### src/rtl/plk_pkg.sv
package plk_pkg;
  localparam int DW = 32;
  localparam logic [2:0] A_MODE  = 3'd0;
  localparam logic [2:0] A_OTYPE = 3'd1;
  localparam logic [2:0] A_SPEED = 3'd2;
  localparam logic [2:0] A_PULL  = 3'd3;
  localparam logic [2:0] A_AFLO  = 3'd4;
  localparam logic [2:0] A_AFHI  = 3'd5;
  localparam logic [2:0] A_LOCK  = 3'd6;

  typedef enum logic [2:0] {
    LK_IDLE, LK_W1, LK_W2, LK_W3, LK_R1, LK_DONE
  } lck_state_t;
endpackage

### src/rtl/plk_lock_seq.sv
module plk_lock_seq
  import plk_pkg::*;
#(
  parameter int PINS = 16
) (
  input  logic            clk,
  input  logic            rst,
  input  logic            acc,
  input  logic            wr,
  input  logic            full,
  input  logic [PINS:0]   wdata,
  output logic [PINS-1:0] mask_q,
  output lck_state_t      state_q,
  output logic            key_rd
);
  lck_state_t nxt;
  logic       same;
  logic       key_in;

  assign same   = (wdata[PINS-1:0] == mask_q);
  assign key_in = wdata[PINS];

  always_comb begin
    nxt = state_q;
    if (acc && state_q != LK_DONE) begin
      nxt = LK_IDLE;
      if (full) begin
        case (state_q)
          LK_IDLE: if (wr && key_in)          nxt = LK_W1;
          LK_W1:   if (wr && !key_in && same) nxt = LK_W2;
          LK_W2:   if (wr && key_in && same)  nxt = LK_W3;
          LK_W3:   if (!wr)                   nxt = LK_R1;
          LK_R1:   if (!wr)                   nxt = LK_DONE;
          default:                            nxt = LK_IDLE;
        endcase
      end
    end
  end

  always_ff @(posedge clk) begin
    if (rst) begin
      state_q <= LK_IDLE;
      mask_q  <= '0;
    end else begin
      state_q <= nxt;
      if (acc && wr && full && state_q != LK_DONE)
        mask_q <= wdata[PINS-1:0];
    end
  end

  assign key_rd = (state_q == LK_R1) || (state_q == LK_DONE);


  locked_hold_chk: assert property (@(posedge clk) disable iff (rst)
    (state_q == LK_DONE) |=> (state_q == LK_DONE && $stable(mask_q)));


  narrow_abort_chk: assert property (@(posedge clk) disable iff (rst)
    (acc && !full && state_q != LK_DONE) |=> (state_q == LK_IDLE));


  mismatch_abort_chk: assert property (@(posedge clk) disable iff (rst)
    (acc && wr && full && (state_q == LK_W1 || state_q == LK_W2) &&
     wdata[PINS-1:0] != mask_q) |=> (state_q == LK_IDLE));
endmodule

### src/rtl/plk_cfg_bank.sv
module plk_cfg_bank #(
  parameter int PINS = 16,
  parameter int FW   = 2,
  parameter int NF   = 16,
  parameter int PIN0 = 0
) (
  input  logic             clk,
  input  logic             rst,
  input  logic             we,
  input  logic [3:0]       be,
  input  logic [31:0]      wdata,
  input  logic [PINS-1:0]  frozen,
  output logic [NF*FW-1:0] q
);
  for (genvar f = 0; f < NF; f++) begin : g_field
    localparam int LANE = (f * FW) / 8;
    localparam int PIN  = PIN0 + f;

    always_ff @(posedge clk) begin
      if (rst)
        q[f*FW +: FW] <= '0;
      else if (we && be[LANE] && !frozen[PIN])
        q[f*FW +: FW] <= wdata[f*FW +: FW];
    end


    frozen_field_chk: assert property (@(posedge clk) disable iff (rst)
      frozen[PIN] |=> $stable(q[f*FW +: FW]));
  end
endmodule

### src/rtl/port_cfg_lock.sv
module port_cfg_lock
  import plk_pkg::*;
#(
  parameter int PINS   = 16,
  parameter int MODE_W = 2,
  parameter int AF_W   = 4
) (
  input  logic        clk,
  input  logic        rst,
  input  logic        bus_sel,
  input  logic        bus_wr,
  input  logic [2:0]  bus_addr,
  input  logic [3:0]  bus_be,
  input  logic [31:0] bus_wdata,
  output logic [31:0] bus_rdata,
  output logic [PINS*MODE_W-1:0] cfg_mode,
  output logic [PINS-1:0]        cfg_otype,
  output logic [PINS*MODE_W-1:0] cfg_speed,
  output logic [PINS*MODE_W-1:0] cfg_pull,
  output logic [PINS/2*AF_W-1:0] cfg_af_lo,
  output logic [PINS/2*AF_W-1:0] cfg_af_hi
);
  localparam int HALF = PINS / 2;

  logic            full;
  logic            lock_acc;
  logic [PINS-1:0] mask_q;
  logic [PINS-1:0] frozen;
  logic            key_rd;
  lck_state_t      lk_state;

  assign full     = (bus_be == 4'b1111);
  assign lock_acc = bus_sel && (bus_addr == A_LOCK);

  plk_lock_seq #(.PINS(PINS)) u_seq (
    .clk(clk), .rst(rst), .acc(lock_acc), .wr(bus_wr), .full(full),
    .wdata(bus_wdata[PINS:0]), .mask_q(mask_q), .state_q(lk_state),
    .key_rd(key_rd)
  );

  assign frozen = (lk_state == LK_DONE) ? mask_q : '0;

  function automatic logic wsel(input logic [2:0] a);
    return bus_sel && bus_wr && (bus_addr == a);
  endfunction

  plk_cfg_bank #(.PINS(PINS), .FW(MODE_W), .NF(PINS), .PIN0(0)) u_mode (
    .clk(clk), .rst(rst), .we(wsel(A_MODE)), .be(bus_be), .wdata(bus_wdata),
    .frozen(frozen), .q(cfg_mode));
  plk_cfg_bank #(.PINS(PINS), .FW(1), .NF(PINS), .PIN0(0)) u_otype (
    .clk(clk), .rst(rst), .we(wsel(A_OTYPE)), .be(bus_be), .wdata(bus_wdata),
    .frozen(frozen), .q(cfg_otype));
  plk_cfg_bank #(.PINS(PINS), .FW(MODE_W), .NF(PINS), .PIN0(0)) u_speed (
    .clk(clk), .rst(rst), .we(wsel(A_SPEED)), .be(bus_be), .wdata(bus_wdata),
    .frozen(frozen), .q(cfg_speed));
  plk_cfg_bank #(.PINS(PINS), .FW(MODE_W), .NF(PINS), .PIN0(0)) u_pull (
    .clk(clk), .rst(rst), .we(wsel(A_PULL)), .be(bus_be), .wdata(bus_wdata),
    .frozen(frozen), .q(cfg_pull));
  plk_cfg_bank #(.PINS(PINS), .FW(AF_W), .NF(HALF), .PIN0(0)) u_aflo (
    .clk(clk), .rst(rst), .we(wsel(A_AFLO)), .be(bus_be), .wdata(bus_wdata),
    .frozen(frozen), .q(cfg_af_lo));
  plk_cfg_bank #(.PINS(PINS), .FW(AF_W), .NF(HALF), .PIN0(HALF)) u_afhi (
    .clk(clk), .rst(rst), .we(wsel(A_AFHI)), .be(bus_be), .wdata(bus_wdata),
    .frozen(frozen), .q(cfg_af_hi));

  always_ff @(posedge clk) begin
    if (rst) begin
      bus_rdata <= '0;
    end else if (bus_sel && !bus_wr) begin
      case (bus_addr)
        A_MODE:  bus_rdata <= DW'(cfg_mode);
        A_OTYPE: bus_rdata <= DW'(cfg_otype);
        A_SPEED: bus_rdata <= DW'(cfg_speed);
        A_PULL:  bus_rdata <= DW'(cfg_pull);
        A_AFLO:  bus_rdata <= DW'(cfg_af_lo);
        A_AFHI:  bus_rdata <= DW'(cfg_af_hi);
        A_LOCK:  bus_rdata <= DW'({key_rd, mask_q});
        default: bus_rdata <= '0;
      endcase
    end
  end


  confirm_key_chk: assert property (@(posedge clk) disable iff (rst)
    (lock_acc && !bus_wr && full && lk_state == LK_R1) |=> bus_rdata[PINS]);


  early_key_chk: assert property (@(posedge clk) disable iff (rst)
    (lock_acc && !bus_wr && lk_state != LK_R1 && lk_state != LK_DONE)
      |=> !bus_rdata[PINS]);


  reset_clear_chk: assert property (@(posedge clk)
    rst |=> (lk_state == LK_IDLE && bus_rdata == '0));
endmodule

### config.mk
export PLATFORM = sky130hd
export DESIGN_NAME = port_cfg_lock
export DESIGN_NICKNAME = d
export VERILOG_FILES = /design/src/rtl/plk_pkg.sv /design/src/rtl/plk_lock_seq.sv /design/src/rtl/plk_cfg_bank.sv /design/src/rtl/port_cfg_lock.sv
export SDC_FILE = /design/constraint.sdc
export NUM_CORES = 1
export LEC_CHECK = 0
export BUFFER_PORTS_ARGS = -buffer_cell sky130_fd_sc_hd__buf_2
export CAP_MARGIN = 0
export CORE_ASPECT_RATIO = 2
export CORE_MARGIN = 5
export CORE_UTILIZATION = 58
export DETAILED_ROUTE_END_ITERATION = 10
export PLACE_DENSITY = 0.85
export SYNTH_ARGS = -nofsm -noshare
export SYNTH_HDL_FRONTEND = slang
export SYNTH_SLANG_ARGS = --single-unit
### constraint.sdc
create_clock -name clk -period 3.2 [get_ports clk]
set_input_delay 0.16 -clock clk [delete_from_list [all_inputs] [get_ports clk]]
set_output_delay 0.16 -clock clk [all_outputs]
set_load 0.03 [all_outputs]
==> results.json <==
{
  "status": "complete, no violations",
  "nFillCells": 1341,
  "ctsResizeCount": 0,
  "synth-seq-cells": 227,
  "gp_congestion": 0.899,
  "via_per_inst": 6.55,
  "critPathArrivalTime_ps": 2700,
  "p_per_area_mw_per_mm2": 462,
  "ios": 251,
  "drive_gt1_share_pct": 27.3,
  "critical-path-top-delay-family": "simple AND/OR/NAND/NOR gates",
  "cts-root-buf": "clkbuf_16",
  "critPathRequiredTime_ps": 3550,
  "synth.largest_area_cell": "dfxtp_1",
  "firstDrtPassIters": 5,
  "wl_per_cell_um": 24.3,
  "synthDistinctLibCells": 48,
  "critPathBufInv": 0,
  "tns_ps": 0,
  "crit_slowest_cell": "dfxtp_1",
  "crit_type": "reg -> reg",
  "timing.critical_path.from_type": "flop",
  "ys.flop_type": "dfxtp_1",
  "ys_seq_area_share_pct": 43.8,
  "final_cells": 1499,
  "place_inst": 1451,
  "syn_area_sq_mm": 0.0104,
  "drv_cap": 0,
  "fin_nets": 1316,
  "area_growth_pct": 20.7,
  "drt-initial-drc-count": 825,
  "cp_cell_sequence": "nand4b_1 > nand4_1 > mux2i_1 > nor2_1",
  "worst_pin_slew_ps": 1220,
  "fin_area_sq_mm": 0.0125,
  "drv_slew": 0,
  "r2r_slack_ps": 850,
  "die_area_sq_mm": 0.0208,
  "synth_area_leaders": "dfxtp_1, mux2i_1, nor2_1",
  "cp_slowest_stage_delay_ps": 830,
  "relSlewSlack_pct": 18.1,
  "grt_pass1_wl_um": 54700,
  "postCtsHoldBufs": 12,
  "grt_pass1_vias": 9798,
  "synth_fp_nets": 1112,
  "critPathLaunch": "u_seq.state_q[2]",
  "rows": 69,
  "overflow": 0,
  "yosysWarnings": 0,
  "io_buffers": 250,
  "die_y_um": 199,
  "cts.path.max_buffers": 3,
  "yosysMostFrequentCell": "dfxtp_1",
  "hold_viol": 0,
  "cts_htree_levels": 1,
  "r2r_start": "u_seq.state_q[2]",
  "clk_latency_ps": 500,
  "grt_start_max_net_pins": 120,
  "synth_edf_count": 0,
  "period_share_pct": 73.6,
  "setup_ws_ps": 845,
  "clk_pin_slew_ps": 70,
  "whs_ps": 1.60,
  "synth_common_cells": "dfxtp_1, mux2i_1, nor2_1",
  "diodes": 0,
  "route.vias.total": 9816,
  "cts_tree": "done",
  "grt_use_total_pct": 32.8,
  "drc": 0,
  "hpwlAfterDp_um": 25500,
  "r2r.worst_path.cells": 4,
  "power_leakage_nw": 6.66,
  "clock_skew_ps": 8.21,
  "clock_sinks": 227,
  "rsz0062_at_grt": "no",
  "postCtsSetupRepairBufs": 0,
  "antenna_found_initial": 0,
  "fin_crit_ps": 2350,
  "min_to": "u_pull.q[17]",
  "r2r-end": "u_aflo.q[16]",
  "die_w_um": 105,
  "hp-start": "bus_wdata[17]",
  "start_util_pct": 58.6,
  "max_freq_mhz": 425,
  "dp_slack_ps": 805,
  "cp_max_fo": 22,
  "synth_top_cell_area_share_pct": 43.8,
  "avgSynthCellArea_sq_um": 9.69,
  "ant_nets": 0,
  "min_path_type": "in -> reg",
  "place_area_sq_mm": 0.0117,
  "core_sq_mm": 0.0177,
  "setup_viol": 0,
  "ir_drop_uv": 501,
  "synthArstFlopShare_pct": 0,
  "syn_inst": 1069,
  "wl_um": 36500,
  "crit_path_end_kind": "flop",
  "hold_depth": 3,
  "numCtsBuffers": 20
}
[how the worst max path moves through the flow]
stage,endpoint,slack (ps),depth (start not counted)
finish,u_aflo.q[16],850,4
global route,u_aflo.q[25],780,4
CTS,u_afhi.q[23],960,4
detailed placement,u_speed.q[3],810,7
global placement,u_aflo.q[28],370,5
floorplan,u_seq.state_q[1],1420,5
[worst min-delay path: stages]
cell     delay (ps)
buf_2           140
mux2i_1          80
nor2_1           70
[sequential cells by signal (all words and copies together) (netlist names)]
signal / flops
u_mode.q: 32
u_seq.state_q: 3
u_aflo.q: 32
u_speed.q: 32
u_otype.q: 16
bus_rdata: 32
u_seq.mask_q: 16
u_afhi.q: 32
u_pull.q: 32
[where the power goes]
group / internal, W / total [W] / leakage, nW / switching (W)
combinational: 0.000129 / 0.000459 / 4.50 / 0.000330
clock: 0.00140 / 0.00246 / 0.327 / 0.00106
sequential: 0.00284 / 0.00286 / 1.83 / 0.0000160
total: 0.00437 / 0.00577 / 6.66 / 0.00140
[cell families (layout without fill, tap and decap cells)]
logic type	count (synthesis)	after routing	synth area share (%)
compound gates	124	124	8.81
xor+xnor	16	16	1.35
buf+inv	109	326	4.23
flops	227	227	43.8
mux	245	245	25.1
simple gates	348	348	16.7
[routing by layer]
metal / track usage [%] / part of all wire [%]
met5: 0 / 0
met4: 22.9 / 7.7
met3: 5.88 / 7.4
met2: 58.8 / 52
met1: 34.1 / 33
[stage by stage]
| stage | total power (W) | util [%] |
|---|---|---|
| 2_1_floorplan | 0.00319 | - |
| 3_3_place_gp | 0.00335 | 66.2 |
| 3_5_place_dp | 0.00335 | 66.2 |
| 4_1_cts | 0.00576 | 70.6 |
| 5_1_grt | 0.00591 | 70.7 |
| 6_report | 0.00577 | 70.7 |
[cells in the final DEF (no fill, tap or decap), types with 4 or more instances in the layout]
master and n:
nand3_1 8, o21ai_0 30, buf_2 249, and3b_1 8
a22oi_1 37, nand2_1 13, a22o_1 22, clkbuf_1 5
nand4_1 82, xor2_1 16, nand4b_1 16, mux2i_1 211
mux4_2 9, buf_4 23, nor2_1 194, dfxtp_1 227
mux2_2 25, nor2b_1 4, clkbuf_16 21, clkbuf_8 5
o2bb2ai_1 10, dlygate4sd3_1 13
[layout make-up]
class | instances | area [sq um] | area share [%]
Inverter | 3 | 11.3 | 0.0901
Multi-Input combinational cell | 733 | 5420 | 43.4
Clock buffer | 31 | 613 | 4.90
Timing Repair Buffer | 288 | 1600 | 12.8
Sequential cell | 227 | 4540 | 36.3
Tap cell | 213 | 267 | 2.13
Clock inverter | 4 | 45.0 | 0.360
(Power assumes the default switching activity.)
